### config.mk
export PLATFORM = sky130hd
export DESIGN_NAME = mopadd_iter
export DESIGN_NICKNAME = d
export VERILOG_FILES = /design/src/rtl/mopadd_pkg.sv /design/src/rtl/mopadd_colcount.sv /design/src/rtl/mopadd_step.sv /design/src/rtl/mopadd_settle.sv /design/src/rtl/mopadd_iter.sv
export SDC_FILE = /design/constraint.sdc
export NUM_CORES = 1
export LEC_CHECK = 0
export ABC_CLOCK_PERIOD_IN_PS = 8700
export BUFFER_PORTS_ARGS = -buffer_cell sky130_fd_sc_hd__buf_2
export CAP_MARGIN = 20
export CORE_MARGIN = 4
export CORE_UTILIZATION = 63
export DETAILED_ROUTE_END_ITERATION = 8
export GPL_ROUTABILITY_DRIVEN = 1
export PLACE_DENSITY = 0.87
export SLEW_MARGIN = 25
export SYNTH_ARGS = -nofsm -noshare
export SYNTH_HDL_FRONTEND = slang
export SYNTH_SLANG_ARGS = --single-unit
export TNS_END_PERCENT = 20
### constraint.sdc
create_clock -name clk -period 8.7 [get_ports clk]
set_input_delay 1.74 -clock clk [delete_from_list [all_inputs] [get_ports clk]]
set_output_delay 1.74 -clock clk [all_outputs]
set_load 0.01 [all_outputs]
### src/rtl/mopadd_pkg.sv
package mopadd_pkg;
   // Rule that ends the iteration loop
   typedef enum logic {
      STOP_CANONICAL = 1'b0,  // every register i is zero or exactly bit i
      STOP_STABLE    = 1'b1   // next bank equals the current bank
   } stop_rule_e;
endpackage

### src/rtl/mopadd_colcount.sv
// Population count of one bit column across the working bank.
module mopadd_colcount #(
   parameter int K  = 8,
   parameter int CW = $clog2(K + 1)
) (
   input  logic [K-1:0]  bits_i,
   output logic [CW-1:0] cnt_o
);
   always_comb begin
      cnt_o = '0;
      for (int k = 0; k < K; k++) begin
         cnt_o = cnt_o + CW'(bits_i[k]);
      end
   end
endmodule

### src/rtl/mopadd_step.sv
// One iteration: each column count is shifted to its column and becomes a register.
module mopadd_step #(
   parameter int K = 11,
   parameter int W = 11
) (
   input  logic [K-1:0][W-1:0] cur_i,
   output logic [K-1:0][W-1:0] nxt_o
);
   localparam int CW = $clog2(K + 1);

   for (genvar c = 0; c < W; c++) begin : g_col
      logic [K-1:0]  col;
      logic [CW-1:0] cnt;
      for (genvar k = 0; k < K; k++) begin : g_tap
         assign col[k] = cur_i[k][c];
      end
      mopadd_colcount #(.K(K), .CW(CW)) u_cnt (.bits_i(col), .cnt_o(cnt));
      assign nxt_o[c] = W'(cnt) << c;
   end

   for (genvar j = W; j < K; j++) begin : g_spare
      assign nxt_o[j] = '0;
   end
endmodule

### src/rtl/mopadd_settle.sv
// Detects the canonical shape: register i is zero or holds only bit i.
module mopadd_settle #(
   parameter int K = 11,
   parameter int W = 11
) (
   input  logic [K-1:0][W-1:0] regs_i,
   output logic                canon_o
);
   logic [K-1:0] ok;

   for (genvar i = 0; i < W; i++) begin : g_col
      localparam logic [W-1:0] ONE_HOT = W'(1) << i;
      assign ok[i] = (regs_i[i] == '0) || (regs_i[i] == ONE_HOT);
   end
   for (genvar j = W; j < K; j++) begin : g_spare
      assign ok[j] = (regs_i[j] == '0);
   end

   assign canon_o = &ok;
endmodule

### src/rtl/mopadd_iter.sv
module mopadd_iter #(
   parameter int                     N_OPS    = 8,
   parameter int                     OP_W     = 8,
   parameter int                     MAX_ITER = 32,
   parameter mopadd_pkg::stop_rule_e STOP     = mopadd_pkg::STOP_CANONICAL,
   localparam int                    SUM_W    = OP_W + $clog2(N_OPS),
   localparam int                    ITER_W   = $clog2(MAX_ITER + 1)
) (
   input  logic                    clk,
   input  logic                    rst_n,
   input  logic                    load_i,
   input  logic [N_OPS*OP_W-1:0]   ops_i,
   output logic                    busy_o,
   output logic                    done_o,
   output logic [SUM_W-1:0]        sum_o,
   output logic [ITER_W-1:0]       iter_o
);
   import mopadd_pkg::*;

   localparam int W  = SUM_W;
   localparam int K  = (N_OPS > W) ? N_OPS : W;
   localparam int TW = W + $clog2(K) + 1;

   // elaboration-time parameter checks
   if (N_OPS < 2) begin : g_bad_nops
      $error("mopadd_iter: N_OPS must be at least 2");
   end
   if (OP_W < 1) begin : g_bad_opw
      $error("mopadd_iter: OP_W must be at least 1");
   end
   if (MAX_ITER < 1) begin : g_bad_iter
      $error("mopadd_iter: MAX_ITER must be at least 1");
   end

   logic [K-1:0][W-1:0] regs_q, regs_nxt, regs_load;
   logic [W-1:0]        sum_gather;
   logic                settled, finish;

   // operand slots, zero-extended; unused slots cleared
   for (genvar k = 0; k < K; k++) begin : g_load
      if (k < N_OPS) begin : g_op
         assign regs_load[k] = W'(ops_i[k*OP_W +: OP_W]);
      end else begin : g_zero
         assign regs_load[k] = '0;
      end
   end

   mopadd_step #(.K(K), .W(W)) u_step (.cur_i(regs_q), .nxt_o(regs_nxt));

   // stop-rule variant
   if (STOP == STOP_CANONICAL) begin : g_canon
      mopadd_settle #(.K(K), .W(W)) u_settle (.regs_i(regs_q), .canon_o(settled));
   end else begin : g_stable
      assign settled = (regs_nxt == regs_q);
   end

   for (genvar i = 0; i < W; i++) begin : g_sum
      assign sum_gather[i] = regs_q[i][i];
   end

   assign finish = settled || (iter_o == ITER_W'(MAX_ITER));

   always_ff @(posedge clk or negedge rst_n) begin
      if (!rst_n) begin
         regs_q <= '0;
         busy_o <= 1'b0;
         done_o <= 1'b0;
         iter_o <= '0;
         sum_o  <= '0;
      end else begin
         done_o <= 1'b0;
         if (load_i) begin
            regs_q <= regs_load;
            busy_o <= 1'b1;
            iter_o <= '0;
         end else if (busy_o) begin
            if (finish) begin
               busy_o <= 1'b0;
               done_o <= 1'b1;
               sum_o  <= sum_gather;
            end else begin
               regs_q <= regs_nxt;
               iter_o <= iter_o + 1'b1;
            end
         end
      end
   end

   // ---------------- assertions ----------------
   logic [TW-1:0] bank_total;
   logic          bank_shaped;
   always_comb begin
      bank_total  = '0;
      bank_shaped = 1'b1;
      for (int k = 0; k < K; k++) begin
         bank_total = bank_total + TW'(regs_q[k]);
         if (k >= W) begin
            if (regs_q[k] != '0) bank_shaped = 1'b0;
         end else begin
            for (int b = 0; b < W; b++) begin
               if (b < k && regs_q[k][b]) bank_shaped = 1'b0;
            end
         end
      end
   end

   // a load starts a fresh run
   a_r1_load_starts: assert property (@(posedge clk) disable iff (!rst_n)
      load_i |=> (busy_o && !done_o && iter_o == '0));
   // column-count replacement keeps the bank total
   a_r3_total_kept: assert property (@(posedge clk) disable iff (!rst_n)
      !load_i |=> $stable(bank_total));
   // after an iteration, nothing below a register's own column
   a_r4_shape: assert property (@(posedge clk) disable iff (!rst_n)
      (busy_o && iter_o != '0) |-> bank_shaped);
   // iteration count capped
   a_r6_iter_cap: assert property (@(posedge clk) disable iff (!rst_n)
      iter_o <= ITER_W'(MAX_ITER));
   // done is a pulse and excludes busy
   a_r7_done_pulse: assert property (@(posedge clk) disable iff (!rst_n)
      done_o |=> !done_o);
   a_r7_done_idle: assert property (@(posedge clk) disable iff (!rst_n)
      done_o |-> !busy_o);
   // sum moves only with done
   a_r8_sum_hold: assert property (@(posedge clk) disable iff (!rst_n)
      !$stable(sum_o) |-> done_o);
endmodule

==> results.cfg, run 1 <==
[clock_tree]
htree_levels = 3
cts-root-buf = clkbuf_8
post_cts.repair.setup_buffers = 0
path_clk_slew_ns = 0.10
clkSinkCount = 95
clockBufferDepth = 2
numCtsBuffers = 9
cts_resized = 0
hold_buffers = 0
clk_latency_ns = 0.37
cts_tree = built

[detailed_routing]
vias = 4362
antenna_left = 0
drtIter0Drc = 439
drc_errors = 0
wl_per_cell_um = 18.02
vias_per_cell = 5.650
dr.pass1.iters = 5
wl_um = 13920

[hold_path]
hold_depth = 1
min_path_type = register to register

[critical_path]
path_common_cell = fa_1
start_kind = register
critPathSlowestCell = fa_1
slowest_delay_ns = 0.54
cp.required_ns = 8.94
critPathBufInv = 3
path_class = register to register
worstPathCellList = fa_1 > inv_1 > fa_1 > fa_1 > inv_1 > ha_1 > inv_1 > fa_1 > xor2_1 > or3_1 > o311ai_1
worstSetupEndpointType = register
cp_max_fo = 3
r2r_cells = 11
crit_family = adder cells
path_depth = 11
crit_arrival_ns = 3.59

[logic_synthesis]
netlist_area_mm2 = 0.005973
synth.area.top_cells = dfrtp_1 40%, fa_1 11%, o31ai_4 7.1%, ha_1 6.1%, nand2_1 5.4%
syn_area_per_cell_um2 = 10.52
ys_types = 42
yosys.area.top_type = dfrtp_1
yosys.area_share.xor_xnor_pct = 1.906
synth_top_area_share_pct = 39.80
synth_fa_ha_area_share_pct = 17.47
yosys-top-cells-count = 95 x dfrtp_1, 86 x nand2_1, 84 x inv_1
yosysMostFrequentCell = dfrtp_1
synth_top_family_by_area = adder cells
synth-seq-area-share_pct = 39.80
synth_seq_cells = 95
synth-warning-count = 0
synthArstFlopShare_pct = 100.0
synth-simple-area-share_pct = 12.86
synth_ff_type = dfrtp_1
synth-edff-count = 0
synth_compound_area_share_pct = 16.86
netlist_instances = 568
synthMuxAreaShare_pct = 2.786
syn_nets = 698

[floorplanning]
die_x_um = 105.4
die_area_mm2 = 0.01110
die_y_um = 105.4
start_util_pct = 64.64
core_mm2 = 0.009240
io_pins = 86
core.rowCount = 35

[global_route]
antenna_found_initial = 0
grtUsageTotal_pct = 26.62
overflow = 0
grt_max_degree = 97
grt_pass1_wl_um = 23250
grt_pass1_vias = 4542

[placed_design]
post-place-cells = 756
place_hpwl_um = 10220
dp_slack_ns = 5.081
place_congestion = 0.9717
port_buffers = 85

[power_and_ir_drop]
p_comb_share_pct = 45.7
power_frac_seq_pct = 35.9
clockPowerShare_pct = 18.5
ir_worst_vdd_uv = 129.9
power.density_mw_per_mm2 = 244.8
p_int_mw = 0.9894
netSwitchingPower_mw = 0.6327
p_total_mw = 1.622
p_sw_share_pct = 39.00
p_leak_nw = 3.228

[finish]
final_util_pct = 71.71
final_layout_size_suffix_gt1_share_pct = 22.24
fin_nets = 768
fin_cells = 772
area.growth.synth_to_final_pct = 10.93
n_antenna_cell = 0

[job]
drv_cap = 0

[sta]
max_freq_mhz = 298.4
slew_violations = 0
finalSetupTns_ns = 0
rsz0062_at_grt = false
finalHoldViolCount = 0
setup_slack_ns = 5.349
slew_headroom_pct = 43.76
fin_crit_sh_pct = 38.51
fin_crit_ns = 3.351
setup_viol = 0
worst_pin_slew_ns = 0.8437
skew_ns = 0.01730

[run_status]
outcome = completed
==> routing by layer <==
metal / global-route usage (%) / vias up / share of wire (%)
met5: 0 / - / 0
met4: 10.68 / 0 / 3.3
met3: 5.266 / 39 / 7.1
met2: 43.08 / 189 / 49
met1: 35.39 / 2107 / 41
li1: - / 2027 / -
==> cells by family (layout without fill, tap and decap cells) <==
logic type,Yosys count,count (layout)
and+or+nand+nor,159,159
buffers and inverters,114,189
AOI/OAI and AO/OA,109,109
DFF,95,95
adders and majority gates,63,63
muxes,15,15
xor gates and xnor gates,13,13
==> final timing paths <==
kind | startpoint | to | slack [ns]
max | regs_q[4] | regs_q[50] | 5.35
min | sum_o[8] | sum_o[8] | 0.49
max reg2reg | regs_q[4] | regs_q[50] | 5.35
min reg2reg | sum_o[8] | sum_o[8] | 0.49
max in group asynchronous | rst_n | regs_q[25] | 6.27
min in group asynchronous | rst_n | sum_o[7] | 1.33
==> worst reg2reg max path, cell delays in order, from the launching register on <==
cell      delay [ns]
dfrtp_1         0.45
fa_1            0.55
inv_1           0.05
fa_1            0.51
fa_1            0.41
inv_1           0.07
ha_1            0.17
inv_1           0.07
fa_1            0.37
xor2_1          0.16
or3_1           0.32
o311ai_1        0.11
==> state kept, by name, summed over array words and instances, names as in the netlist <==
signal and count:
sum_o 11, done_o 1, regs_q 76, iter_o 6
busy_o 1
==> through the flow <==
stage	area [um^2]	hold slack [ns]
global placement	6425	0.4653
CTS	6623	0.4923
detailed placement	6425	0.4695
global route	6626	0.5087
finish	6626	0.4904
floorplan	5973	0.4735
==> area by class of cell <==
class / instances / area (um^2)
multi-input cells: 359 / 3107
clock buffers: 11 / 141.4
clock inverters: 5 / 56.30
flip-flops and latches: 95 / 2377
repair buffers: 89 / 467.9
inverters: 84 / 315.3
fillers: 638 / 2614
well taps: 129 / 161.4
==> power groups by stage <==
| stage | clock, mW | sequential [mW] | combinational, mW |
|---|---|---|---|
| after global placement | 0 | 0.584 | 0.677 |
| after floorplan | 0 | 0.565 | 0.531 |
| after global routing | 0.321 | 0.591 | 0.847 |
| after CTS | 0.301 | 0.580 | 0.743 |
| after detailed placement | 0 | 0.589 | 0.726 |
| final | 0.299 | 0.582 | 0.741 |
==> cell usage in the layout (no fill, tap or decap), types with 3 or more instances in the layout <==
cell type,n
nand2_1,86
ha_1,29
nor4_1,14
nor3b_1,4
o31ai_2,7
xnor2_1,10
a21o_1,6
buf_2,83
nand4_1,4
a211oi_2,3
buf_4,4
nor2b_1,19
clkbuf_8,10
o311ai_1,3
nand3_1,7
dfrtp_1,95
nor3_1,8
o21ai_0,14
mux2_2,4
nor2_1,6
mux2_1,9
fa_1,34
or3_1,3
a31oi_1,3
a21oi_1,44
a211o_1,4
o31ai_4,20
inv_1,84
xor2_1,3
No activity file was read; power rests on OpenSTA's default activity.
==> run 2: changes to the inputs <==
--- a/config.mk
+++ b/config.mk
@@ -5,14 +5,14 @@
 export SDC_FILE = /design/constraint.sdc
 export NUM_CORES = 1
 export LEC_CHECK = 0
-export ABC_CLOCK_PERIOD_IN_PS = 8700
+export ABC_CLOCK_PERIOD_IN_PS = 2900
 export BUFFER_PORTS_ARGS = -buffer_cell sky130_fd_sc_hd__buf_2
 export CAP_MARGIN = 20
 export CORE_MARGIN = 4
-export CORE_UTILIZATION = 63
+export CORE_UTILIZATION = 52
 export DETAILED_ROUTE_END_ITERATION = 8
 export GPL_ROUTABILITY_DRIVEN = 1
-export PLACE_DENSITY = 0.87
+export PLACE_DENSITY = 0.76
 export SLEW_MARGIN = 25
 export SYNTH_ARGS = -nofsm -noshare
 export SYNTH_HDL_FRONTEND = slang
==> constraint.sdc (replaced) <==
create_clock -name clk -period 2.9 [get_ports clk]
set_input_delay 0.58 -clock clk [delete_from_list [all_inputs] [get_ports clk]]
set_output_delay 0.58 -clock clk [all_outputs]
set_load 0.01 [all_outputs]
==> run 2 against run 1 <==
Compared with the run above:
- the flow now finishes with violations (setup timing)
- cell count grew 6.2%
- utilization shrank 7.1 points
- count of clock-buffer cells in the layout grew 3
- total power grew to 3.3 times the previous value
- flip-flop and latch count is the same
- sequential power grew to 3.0 times the previous value
- non-clock buffer count grew 37
- global-route usage shrank 3.4 points
- worst hold slack lost 0.31 ns
- cell area grew 7.6%
- first-iteration DRC count shrank 34%
- worst setup slack lost 5.6 ns
==> results.cfg, run 2 (synthesis results as in run 1) <==
[run_status]
failed_checks = setup timing
outcome = finished, violations left

[critical_path]
crit_arrival_ns = 3.42
worstPathCellList = fa_1 > inv_1 > fa_1 > fa_1 > inv_1 > ha_2 > inv_2 > fa_2 > nor3_1 > a211o_1
critPathBufInv = 3
worstSetupEndpointType = register
critPathSlowestCell = fa_1
path_class = register to register
cp_max_fo = 2
slowest_delay_ns = 0.56
cp.required_ns = 3.13
crit_family = adder cells
start_kind = register
path_common_cell = fa_1

[finish]
top_regs = regs_q x76, sum_o x11, iter_o x6
final_layout_size_suffix_gt1_share_pct = 28.09
final_common_cell = dfrtp_1
largest_reg_flops = 76
final_util_pct = 64.61
regMostFlops = regs_q
area.growth.synth_to_final_pct = 19.31
fin_cells = 820
final_cell_mix = 95 x dfrtp_1, 86 x nand2_1, 83 x inv_1, 83 x buf_2, 43 x a21oi_1
n_antenna_cell = 0
fin_nets = 805

[detailed_routing]
vias = 4517
dr.pass1.iters = 5
wl_per_cell_um = 17.79
drc_errors = 0
vias_per_cell = 5.509
drtIter0Drc = 288
antenna_left = 0
wl_um = 14590

[power_and_ir_drop]
clockPowerShare_pct = 23.3
p_int_mw = 3.415
ir_worst_vdd_uv = 560.0
p_leak_nw = 3.490
netSwitchingPower_mw = 1.932
power.density_mw_per_mm2 = 750.3
power_frac_seq_pct = 32.4
p_sw_share_pct = 36.13
p_comb_share_pct = 44.2

[sta]
setup_viol = 18
fin_crit_sh_pct = 109.9
slew_violations = 0
rsz0062_at_grt = true
max_freq_mhz = 313.7
worst_pin_slew_ns = 0.5516
skew_ns = 0.006469
finalHoldViolCount = 0
fin_crit_ns = 3.187
setup_slack_ns = -0.2873
slew_headroom_pct = 63.22

[clock_tree]
cts_tree = built
clockBufferDepth = 2
path_clk_slew_ns = 0.07
cts-root-buf = clkbuf_16
clk_latency_ns = 0.35
numCtsBuffers = 9
clkSinkCount = 95
htree_levels = 3

[floorplanning]
start_util_pct = 54.15
die_area_mm2 = 0.01327
die_y_um = 115.2
die_x_um = 115.2
core_mm2 = 0.01103
core.rowCount = 38
io_pins = 86

[placed_design]
place_hpwl_um = 11160
port_buffers = 85
post-place-cells = 803
place_congestion = 0.8899
dp_slack_ns = -0.2807

[global_route]
grt_pass1_wl_um = 23780
antenna_found_initial = 0
grtUsageTotal_pct = 23.25
grt_busiest_layer = met2
grt.met3_usage_pct = 5.368
overflow = 0
grt_pass1_vias = 4689
grt_max_degree = 83
grt_util_met1_pct = 30.34
met2_usage_pct = 38.43

[hold_path]
min_path_type = input port to asynchronous set/reset pin

[job]
drv_cap = 0
[run 2: cell types whose count changed in the layout (fill, tap and decap cells not counted), moves of 4 or more]
| cell | previous run | this run |
|---|---|---|
| buf_4 | 4 | 38 |
| clkbuf_16 | 0 | 9 |
| clkbuf_8 | 10 | 3 |
| buf_12 | 0 | 4 |
| fa_1 | 34 | 30 |
| fa_2 | 0 | 4 |
[run 2: final cells by class]
class                           instances  area (um^2)
Inverter                               84        315.3
Fill cell                             857         3904
Clock inverter                          2        37.54
Timing Repair Buffer                  126        792.0
Tap cell                              140        175.2
Multi-Input combinational cell        359         3156
Sequential cell                        95         2377
Clock buffer                           14        274.0
[run 2: worst reg2reg max path: stages, from the launching register on]
cell and delay (ns):
dfrtp_1 0.40, fa_1 0.56, inv_1 0.06, fa_1 0.50, fa_1 0.42, inv_1 0.08
ha_2 0.19, inv_2 0.04, fa_2 0.51, nor3_1 0.06, a211o_1 0.25
[run 2: path summary, 6_finish.rpt]
path,slack (ns),endpoint,from,depth (start not counted)
min reg2reg,0.48,sum_o[8],sum_o[8],1
min in group clk,0.44,regs_q[29],ops_i[23],3
min,0.18,regs_q[96],rst_n,1
max reg2reg,-0.29,regs_q[1],regs_q[0],10
max,-0.29,regs_q[1],regs_q[0],10
max in group asynchronous,2.04,regs_q[40],rst_n,2
[run 2: what timing repair did]
| item | in CTS | in global routing |
|---|---|---|
| buffers inserted | 0 | 1 |
| endpoints found under the setup margin | 18 | 18 |
| hold buffers | 0 | 0 |
| pin swaps | 6 | 7 |
| resized for setup | 2 | 9 |
[run 2: power groups by stage]
stage	clock network [mW]	logic [mW]	registers [mW]
2_1_floorplan	0	1.60	1.69
3_3_place_gp	0	2.11	1.74
3_5_place_dp	0	2.27	1.75
4_1_cts	1.26	2.33	1.73
5_1_grt	1.31	2.69	1.76
6_report	1.25	2.37	1.73
[run 2: through the flow]
step	TNS (ns)	hold WS, ns	area, um^2	total power [mW]
2_1_floorplan	-0.4910	0.2844	5976	3.293
3_5_place_dp	-2.679	0.4738	6761	4.020
5_1_grt	-4.653	0.2140	7127	5.760
3_3_place_gp	-1.572	0.4640	6761	3.854
4_1_cts	-2.922	0.1907	7083	5.317
6_report	-2.815	0.1829	7127	5.347
[run 2: metal layers]
layer | wire [um] | share of wire [%] | vias up
li1 | - | - | 2098
met1 | 6208 | 43 | 2243
met2 | 7157 | 49 | 142
met3 | 832 | 5.7 | 34
met4 | 393 | 2.7 | 0
met5 | 0 | 0 | -
==> run 3: changes to the inputs <==
--- a/config.mk
+++ b/config.mk
@@ -10,9 +10,10 @@
 export CAP_MARGIN = 20
 export CORE_MARGIN = 4
 export CORE_UTILIZATION = 52
+export CTS_CLUSTER_SIZE = 12
 export DETAILED_ROUTE_END_ITERATION = 8
 export GPL_ROUTABILITY_DRIVEN = 1
-export PLACE_DENSITY = 0.76
+export PLACE_DENSITY = 0.81
 export SLEW_MARGIN = 25
 export SYNTH_ARGS = -nofsm -noshare
 export SYNTH_HDL_FRONTEND = slang
==> run 3 against run 2 <==
Compared with the run above:
- the run still ends with setup timing left
- maximum frequency is 0.68% higher
- first-iteration DRC count is 3.5% lower
- sequential power hardly changed
- clock skew is 0.0012 ns lower
- non-clock buffer count is 2 higher
- count of clock-buffer cells in the layout is 2 lower
- wire length is 1.1% higher
- register-to-register slack better by 0.02 ns
- largest power group unchanged
==> results.cfg, run 3 (synthesis results as in run 1) <==
[floorplanning]
die_area_mm2 = 0.01327
io_pins = 86
die_y_um = 115.2
core_mm2 = 0.01103
core.rowCount = 38
die_x_um = 115.2
start_util_pct = 54.15

[critical_path]
r2r_cells = 11
cp_max_fo = 2
slowest_delay_ns = 0.53
crit_arrival_ns = 3.41
crit_family = adder cells
worstPathCellList = fa_1 > inv_1 > fa_1 > fa_1 > inv_1 > ha_2 > inv_2 > fa_2 > xor2_1 > or3_1 > o311ai_2
path_class = register to register
critPathSlowestCell = fa_1
cp.required_ns = 3.15
path_depth = 11
path_common_cell = fa_1
start_kind = register
critPathBufInv = 3
worstSetupEndpointType = register

[global_route]
grt_pass1_vias = 4743
antenna_found_initial = 0
grt_max_degree = 71
overflow = 0
grt_pass1_wl_um = 24250
grtUsageTotal_pct = 23.86

[clock_tree]
clockBufferDepth = 2
cts_tree = built
clk_latency_ns = 0.35
htree_levels = 3
cts-root-buf = clkbuf_16
numCtsBuffers = 9
clkSinkCount = 95
path_clk_slew_ns = 0.07
hold_buffers = 0

[sta]
setup_slack_ns = -0.2657
slew_headroom_pct = 58.86
fin_crit_ns = 3.166
finalHoldViolCount = 0
finalSetupTns_ns = -2.881
fin_crit_sh_pct = 109.2
max_freq_mhz = 315.9
rsz0062_at_grt = true
worst_pin_slew_ns = 0.6171
slew_violations = 0
setup_viol = 18
skew_ns = 0.005260

[run_status]
outcome = finished, violations left
failed_checks = setup timing

[detailed_routing]
dr.pass1.iters = 4
drc_errors = 0
wl_um = 14750
vias = 4438
antenna_left = 0
vias_per_cell = 5.406
wl_per_cell_um = 17.96
drtIter0Drc = 278

[finish]
top_regs = regs_q x76, sum_o x11, iter_o x6
fillCellCount = 877
final_cell_mix = 95 x dfrtp_1, 86 x nand2_1, 83 x buf_2
fin_nets = 807
final_common_cell = dfrtp_1
n_antenna_cell = 0
regMostFlops = regs_q
area.growth.synth_to_final_pct = 20.34
largest_reg_flops = 76
final_layout_size_suffix_gt1_share_pct = 29.52
final_util_pct = 65.17

[placed_design]
place_congestion = 0.9268
port_buffers = 85
place_hpwl_um = 11120

[power_and_ir_drop]
ir_worst_vdd_uv = 520.2
p_leak_nw = 3.503
power.density_mw_per_mm2 = 766.4

[job]
drv_cap = 0

[hold_path]
min_path_type = input port to asynchronous set/reset pin
[run 3: worst paths after layout]
path                                 from         end  slack (ns)
worst min register to register   sum_o[3]    sum_o[3]        0.48
worst min-delay path                rst_n    sum_o[9]        0.24
min in group clk                ops_i[16]  regs_q[22]        0.43
worst max-delay path            regs_q[4]  regs_q[50]       -0.27
worst max register to register  regs_q[4]  regs_q[50]       -0.27
max in group asynchronous           rst_n    sum_o[3]        1.97
[run 3: metrics by stage]
stage	setup WS [ns]	total power, mW	hold slack (ns)	area (um^2)	cells
final	-0.2657	5.509	0.2408	7188	821
after global routing	-0.3490	5.926	0.2820	7188	821
after CTS	-0.2617	5.447	0.2551	7131	820
after detailed placement	-0.2756	4.035	0.4695	6777	805
after global placement	-0.1889	3.877	0.4624	6777	805
after floorplan	-0.1446	3.293	0.2844	5976	568
[run 3: area by class of cell]
type	count	area [um^2]	share of cell area [%]
clock buffer	12	266.5	3.708
clock inverter	3	65.06	0.9051
inverter	84	315.3	4.386
multi-input combinational	359	3182	44.26
sequential	95	2377	33.07
tap	140	175.2	2.437
timing repair buffer	128	807.0	11.23
[run 3: worst reg2reg max path, stage by stage, from the launching register on]
cell,delay (ns)
dfrtp_1,0.40
fa_1,0.53
inv_1,0.05
fa_1,0.49
fa_1,0.41
inv_1,0.07
ha_2,0.18
inv_2,0.04
fa_2,0.33
xor2_1,0.16
or3_1,0.32
o311ai_2,0.09
[run 3: what timing repair did]
item,4_1_cts,5_1_grt
gates resized for setup,6,15
pin swaps,4,6
endpoints found under the setup margin,19,19
buffers inserted,0,1
[run 3: power breakdown]
part	switching [mW]	internal (mW)	total, mW
Combinational	1.28	1.18	2.46
Clock	0.507	0.820	1.33
Sequential	0.188	1.54	1.73
[run 3: metal layers]
layer	global-route usage, %	vias to the layer above	share of wire [%]
li1	-	2096	-
met5	0	-	0
met1	31.99	2187	43
met4	7.355	0	2.1
met2	38.31	132	49
met3	6.211	23	5.6
